<file path="config.mk">
export PLATFORM = sky130hd
export DESIGN_NAME = uop_dispatch_ctrl
export DESIGN_NICKNAME = d
export VERILOG_FILES = /design/src/rtl/dc_pkg.sv /design/src/rtl/dc_slot_trk.sv /design/src/rtl/dc_res_check.sv /design/src/rtl/dc_stall_cnt.sv /design/src/rtl/uop_dispatch_ctrl.sv
export SDC_FILE = /design/constraint.sdc
export NUM_CORES = 1
export LEC_CHECK = 0
export ABC_AREA = 1
export CAP_MARGIN = 20
export CORE_MARGIN = 10
export CORE_UTILIZATION = 35
export DETAILED_ROUTE_END_ITERATION = 7
export HOLD_SLACK_MARGIN = 0.06
export SYNTH_ARGS = -nofsm -noshare
export SYNTH_HDL_FRONTEND = slang
export SYNTH_SLANG_ARGS = --single-unit
</file>
<file path="constraint.sdc">
create_clock -name clk -period 5.4 [get_ports clk]
set_clock_uncertainty 0.2 [all_clocks]
set_input_delay 1.08 -clock clk [delete_from_list [all_inputs] [get_ports clk]]
set_output_delay 1.08 -clock clk [all_outputs]
set_load 0.02 [all_outputs]
</file>
<file path="src/rtl/dc_pkg.sv">
package dc_pkg;
  localparam int N_CAUSE = 4;
  typedef enum logic [1:0] {
    CAUSE_ROB = 2'd0,
    CAUSE_REN = 2'd1,
    CAUSE_SCH = 2'd2,
    CAUSE_BW  = 2'd3
  } cause_e;

  // slots left this cycle given outstanding carry-over
  function automatic int slots_free(input int carry, input int width);
    return (carry >= width) ? 0 : width - carry;
  endfunction

  // an instruction fits if it is within the free slots or the cycle is untouched
  function automatic logic may_fit(input int uops, input int avail, input int width);
    return (uops <= avail) || (avail == width);
  endfunction

  // carry-over left for the next cycle
  function automatic int carry_after(input int carry, input int width,
                                     input logic took, input int uops,
                                     input int avail);
    int rest;
    rest = (carry >= width) ? carry - width : 0;
    if (took && uops > avail) rest = rest + (uops - avail);
    return rest;
  endfunction
endpackage

</file>
<file path="src/rtl/dc_slot_trk.sv">
module dc_slot_trk #(
  parameter int DISP_W = 4,
  parameter int UOP_W  = 4
) (
  input  logic             clk,
  input  logic             rst,
  input  logic             take,
  input  logic [UOP_W-1:0] uops,
  output logic [UOP_W-1:0] carry,
  output logic [UOP_W-1:0] avail,
  output logic             fits
);
  logic [UOP_W-1:0] carry_q;
  int               avail_i;

  always_comb begin
    avail_i = dc_pkg::slots_free(int'(carry_q), DISP_W);
    avail   = UOP_W'(avail_i);
    fits    = dc_pkg::may_fit(int'(uops), avail_i, DISP_W);
  end

  always_ff @(posedge clk) begin
    if (rst) carry_q <= '0;
    else     carry_q <= UOP_W'(dc_pkg::carry_after(int'(carry_q), DISP_W, take,
                                                   int'(uops), avail_i));
  end

  assign carry = carry_q;
endmodule

</file>
<file path="src/rtl/dc_res_check.sv">
module dc_res_check #(
  parameter int UOP_W  = 4,
  parameter int DST_W  = 3,
  parameter int FREE_W = 6
) (
  input  logic [UOP_W-1:0]  uops,
  input  logic [DST_W-1:0]  dests,
  input  logic [FREE_W-1:0] rob_free,
  input  logic [FREE_W-1:0] ren_free,
  input  logic [FREE_W-1:0] sch_free,
  output logic              ok,
  output logic [2:0]        first_fail
);
  logic [2:0] short_v;

  always_comb begin
    short_v[0] = int'(uops)  > int'(rob_free);
    short_v[1] = int'(dests) > int'(ren_free);
    short_v[2] = int'(uops)  > int'(sch_free);
  end

  // lowest index wins: reorder buffer, then rename, then scheduler
  for (genvar i = 0; i < 3; i++) begin : g_prio
    if (i == 0) begin : g_first
      assign first_fail[i] = short_v[i];
    end else begin : g_rest
      assign first_fail[i] = short_v[i] && (short_v[i-1:0] == '0);
    end
  end

  assign ok = (short_v == '0);
endmodule

</file>
<file path="src/rtl/dc_stall_cnt.sv">
module dc_stall_cnt #(
  parameter int CNT_W = 32,
  parameter int N     = 4
) (
  input  logic                 clk,
  input  logic                 rst,
  input  logic [N-1:0]         evt,
  input  logic [$clog2(N)-1:0] sel,
  output logic [CNT_W-1:0]     data
);
  logic [CNT_W-1:0] cnt [N];

  for (genvar i = 0; i < N; i++) begin : g_cnt
    always_ff @(posedge clk) begin
      if (rst)                          cnt[i] <= '0;
      else if (evt[i] && cnt[i] != '1) cnt[i] <= cnt[i] + 1'b1;
    end
  end

  assign data = cnt[sel];
endmodule

</file>
<file path="src/rtl/uop_dispatch_ctrl.sv">
module uop_dispatch_ctrl #(
  parameter int DISP_W = 4,
  parameter int UOP_W  = 4,
  parameter int DST_W  = 3,
  parameter int FREE_W = 6,
  parameter int CNT_W  = 32
) (
  input  logic              clk,
  input  logic              rst,
  input  logic              in_valid,
  input  logic [UOP_W-1:0]  in_uops,
  input  logic [DST_W-1:0]  in_dests,
  output logic              in_ready,
  input  logic [FREE_W-1:0] rob_free,
  input  logic [FREE_W-1:0] ren_free,
  input  logic [FREE_W-1:0] sch_free,
  output logic              alloc_vld,
  output logic [UOP_W-1:0]  alloc_uops,
  output logic [DST_W-1:0]  alloc_dests,
  input  logic [1:0]        rd_sel,
  output logic [CNT_W-1:0]  rd_data
);
  localparam int NC = dc_pkg::N_CAUSE;

  // named internal events
  logic             fire;
  logic             fits;
  logic             res_ok;
  logic [2:0]       first_fail;
  logic [UOP_W-1:0] carry;
  logic [UOP_W-1:0] avail;
  logic [NC-1:0]    stall_evt;

  dc_slot_trk #(.DISP_W(DISP_W), .UOP_W(UOP_W)) u_slot (
    .clk(clk), .rst(rst), .take(fire), .uops(in_uops),
    .carry(carry), .avail(avail), .fits(fits)
  );

  dc_res_check #(.UOP_W(UOP_W), .DST_W(DST_W), .FREE_W(FREE_W)) u_res (
    .uops(in_uops), .dests(in_dests), .rob_free(rob_free),
    .ren_free(ren_free), .sch_free(sch_free),
    .ok(res_ok), .first_fail(first_fail)
  );

  assign in_ready = fits && res_ok;
  assign fire     = in_valid && in_ready;

  always_comb begin
    stall_evt = '0;
    if (in_valid && !fits) stall_evt[dc_pkg::CAUSE_BW] = 1'b1;
    else if (in_valid)     stall_evt[2:0] = first_fail;
  end

  always_ff @(posedge clk) begin
    if (rst) begin
      alloc_vld   <= 1'b0;
      alloc_uops  <= '0;
      alloc_dests <= '0;
    end else begin
      alloc_vld <= fire;
      if (fire) begin
        alloc_uops  <= in_uops;
        alloc_dests <= in_dests;
      end
    end
  end

  dc_stall_cnt #(.CNT_W(CNT_W), .N(NC)) u_cnt (
    .clk(clk), .rst(rst), .evt(stall_evt), .sel(rd_sel), .data(rd_data)
  );
endmodule

</file>
Word level (Yosys, flattened, before mapping)

Memory sizes are Yosys's and may differ from the RTL's.
Index checks and enable logic that the tools add are counted.
Widths: inputs -> output; s select.

Bits in registers: 12
Memory bits (writable): 128
Output and inout bits: 41
Memories kept: 1

Memories:

| memory    | words | width | rd ports | clocked after Yosys merged registers in | write ports | line               | RTL |
|---|---|---|---|---|---|---|---|
| u_cnt.cnt | 4     | 32    | 5        | 0                                       | 4           | dc_stall_cnt.sv:11 | `logic [CNT_W-1:0] cnt [N];` |

Add/sub/neg operators: 8
Magnitude comparators: 6
Equal/unequal tests: 5
Muxes and demuxes: 24
Bitwise gates (word level): 5
Reduce and logical (&&, ||, !) cells: 14

Operator list:

| cell                  | number |
|---|---|
| $mux 32               | 5 |
| $add 32x1->32 const B | 4 |
| $ne 32x32->1 const B  | 4 |
| $eq 32x4->1 const B   | 1 |
| $gt 5x32->1           | 1 |
| $le 5x32->1           | 1 |
| $mux 1                | 15 |
| $gt 4x6->1            | 2 |
| $logic_and 1x1->1     | 10 |
| $mux 4                | 2 |
| $gt 3x6->1            | 1 |
| $mux 3                | 2 |
| $sub 3x4->5 const A   | 1 |
| $add 4x4->4           | 1 |
| $ge 4x3->1 const B    | 1 |
| $or 1x1->1            | 4 |
| $sub 4x3->4 const B   | 1 |
| $sub 4x4->4           | 1 |
| $logic_not 3->1       | 1 |
| $logic_not 2->1       | 1 |
| $logic_not 1->1       | 1 |
| $logic_or 1x1->1      | 1 |
| $not 1->1             | 1 |

Longest topological paths before layout

Word-level depth: 12
Mapped depth: 15

Cells and area by module

A second synthesis with hierarchy kept.

Cells, all modules: 1452
Area total of the unflattened synthesis: 10289.9 um^2

Modules (own cells, without submodules):

| module            | times used | cells each | area each (um^2) | sequential area each (um^2) |
|---|---|---|---|---|
| dc_stall_cnt      | 1          | 1239       | 8957.3           | 3843.7 |
| dc_slot_trk       | 1          | 85         | 585.6            | 80.1 |
| uop_dispatch_ctrl | 1          | 59         | 377.9            | 160.2 |
| dc_res_check      | 1          | 69         | 369.1            | 0.0 |

Worst setup path after synthesis

No wires, ideal clock.

Kind: input port to output port
Start point: input in_uops[2]
End point: output in_ready
Arrival: 2222 ps
Data required time: 4120 ps
Setup slack: 1898 ps
Stages: 6
Path buffers: 0
Path through: ha_1 -> nand2_1 -> inv_1 -> nand3_1 -> a21boi_1 -> a21oi_1

Word-level cells in the longest chain between the ends: 3
Elaborated cells on any way between the ends: 6
Classes of those cells: 3 x order compare; 3 x reduce/logical

RTL lines:

| item                                                       | line                             | RTL |
|---|---|---|
| from (decl)                                                | uop_dispatch_ctrl.sv:11          | `input logic [UOP_W-1:0] in_uops,` |
| $le 5x32->1, or another cell as far along                  | dc_pkg.sv:17                     | `return (uops <= avail) \|\| (avail == width);` |
| $logic_or 1x1->1 / $logic_not 3->1 (equally long branches) | dc_pkg.sv:17, dc_res_check.sv:31 |  |
| $logic_and 1x1->1 (*)                                      | uop_dispatch_ctrl.sv:45          | `assign in_ready = fits && res_ok;` |
| to (decl)                                                  | uop_dispatch_ctrl.sv:13          | `output logic in_ready,` |

Mark *: on every way between the ends. The rest lies on a longest branch, timed or not.

Worst setup path in the final report

Start point: input in_uops[3]
End point: output in_ready

Same word-level chain as after synthesis.

==> metrics.cfg <==
[clock_network]
path_clk_slew_ns=0.05
cts-buffers-inserted=17
clockBufferDepth=2
hold_buffers=0
cts_tree=built
clock-sinks=140
cts-root-buf=clkbuf_16
cts_setup_buffers=0
ctsResizeCount=0
clk_latency_ns=0.44
htree_levels=4

[worst_setup_path]
cpMaxStageDelayCell=clkdlybuf4s50_1
critical_path.startpoint_type=input pin
worstPathRequired_ns=4.12
path_cells=clkdlybuf4s50_1 > ha_1 > nand2_1 > inv_1 > nand2_1 > nand2_1 > nand2_1 > nand3_1 > a21oi_1 > clkdlybuf4s50_1
critPathMaxFanout=6
path_class=input pin to output port
worstPathArrival_ns=3.29
crit_path_end_kind=output port
cpMostUsedCell=nand2_1
cp_slowest_stage_delay_ns=0.63

[finish]
drive_gt1_share_pct=7.14
final_nets=1472
mostFrequentLayoutCells=nand2_1 (276), nor2_1 (276), inv_1 (146), edfxtp_1 (128)
fin_util_pct=41.3
fill_cells=2960
diodes=0
area_growth_syn_to_layout_pct=16.7

[power]
switching_share_pct=30.8
seq_power_share_pct=43.1
leakagePower_nw=4.37
p_switching_mw=1.00
max-vdd-ir-drop_mv=0.214
p_comb_share_pct=18.6
internal_power_mw=2.25
p_per_area_mw_per_mm2=276
pwr-share-clk_pct=38.4

[drt]
viasPerCell=5.05
wl_per_cell_um=16.9
drc=0
antenna_left=0
vias=9159
first_iter_violations=749
drt_pass1_iterations=8
routed_wl_um=30600

[floorplanning]
fp.dieH_um=190
die-width_um=190
dieArea_mm2=0.0360
coreArea_mm2=0.0285
initial_utilization_pct=35.4
io_pins=71
fp-row-count=62

[timing]
hold_violations=0
tightest_slew_ns=0.877
period_minus_slack_ns=4.57
slew_headroom_pct=41.5
finalCritPeriodShare_pct=84.6
tns_ns=0
grt_setup_unrepaired=false
report.final.slew_viol_count=0
setup_viol=0
fmax_ghz=0.219

[yosys]
netlist_instances=1351
synth_nets=1406
ys_ff_latch=140
synth_edf_count=128
ys.flop_type=edfxtp_1
async_flop_share_pct=0
yosys_warnings=0
yosys-top-cells-area=edfxtp_1 (38%), nand2_1 (10%), nor2_1 (10%), inv_1 (5.4%), xor2_1 (4.3%)
synth_cell_type_count=47
yosysSeqAreaShare_pct=40.5
synth_area_mm2=0.0101
synth_area_per_cell_um2=7.47
yosysTopAreaCellShare_pct=38.1
synth_top_area_cell=edfxtp_1

[placed_design]
place_congestion=0.956
port_buffers=70
place_hpwl_um=24000

[grt]
grt.total_usage_pct=16.9
antenna_found_initial=0
grt_max_degree=62
grt_pass1_wl_um=48000
first_global_vias=8768
grt_overflow=0

[status]
status=completed

[run]
drv_cap=0

[worst_hold_path]
hp-class=flop to flop

## power by group through the flow
stage	clock network [mW]	registers [mW]	logic, mW
final	1.25	1.40	0.603
after global routing	1.31	1.41	0.671
after CTS	1.27	1.40	0.609
after detailed placement	0	1.42	0.606
after global placement	0	1.42	0.603
after floorplan	0	1.38	0.386
## synthesized netlist by cell type, types with 6 or more instances
cell / number
a21oi_1: 67
buf_4: 6
clkbuf_1: 21
dfxtp_1: 12
edfxtp_1: 128
ha_1: 24
inv_1: 146
nand2_1: 276
nand3_1: 52
nand3_2: 8
nand3b_1: 13
nand4_1: 30
nor2_1: 276
nor2_2: 20
nor2_4: 6
nor3_1: 43
nor3_2: 10
o21ai_0: 69
o22ai_1: 23
xnor2_1: 24
xor2_1: 50
## path summary, 6_finish.rpt
kind         depth (start not counted)       startpoint  slack [ns]          endpoint
min reg2reg                          2    alloc_uops[3]        0.32     alloc_uops[3]
max reg2reg                         13  u_slot.carry[0]        2.07  u_cnt.cnt[2][19]
max                                 10       in_uops[3]        0.83          in_ready
min                                  2    alloc_uops[3]        0.32     alloc_uops[3]
## flip-flops by register name (all words and copies together), names as in the netlist
name and flops:
alloc_dests 3, u_slot.carry 4, alloc_vld 1, u_cnt.cnt 128
alloc_uops 4
## critical path: cells and delay by family
family | cells | cell delay [ns]
simple gates | 5 | 0.45
fa+ha+maj | 1 | 0.30
compound gates | 1 | 0.17
buf+inv | 3 | 1.30
## metal layers
layer	global-route usage (%)	vias up	wire length (um)	share of wire, %
li1	-	4593	-	-
met1	21.3	4212	13600	45
met2	27.2	307	13900	45
met3	4.34	47	2200	7.2
met4	6.41	0	903	3.0
met5	0	-	0	0
## cell type report
class	count	area (um^2)	share of cell area, %
Clock buffer	17	425	3.61
Clock inverter	14	184	1.56
Inverter	150	563	4.78
Multi-Input combinational cell	1025	5250	44.6
Sequential cell	140	4080	34.7
Tap cell	384	480	4.08
Timing Repair Buffer	83	793	6.74
## cells by family (layout without fill, tap and decap cells)
logic type	after synthesis	after routing	synth area share (%)
AOI/OAI and AO/OA	166	166	8.68
xor gates and xnor gates	74	74	6.42
adders and majority gates	25	25	3.17
buffers and inverters	186	264	7.54
DFF	140	140	40.5
other	1	1	0.0372
and+or+nand+nor	759	759	33.7
## metrics by stage
stage	setup WS, ns	instances	hold slack (ns)	power, mW	instance area [um^2]
finish	0.831	1813	0.322	3.25	11800
global route	0.661	1813	0.358	3.38	11800
CTS	0.768	1813	0.320	3.27	11800
detailed placement	0.787	1782	0.307	2.02	11200
global placement	0.798	1782	0.296	2.02	11200
floorplan	1.90	1351	0.379	1.77	10100
Power figures use the tool's default switching activity.
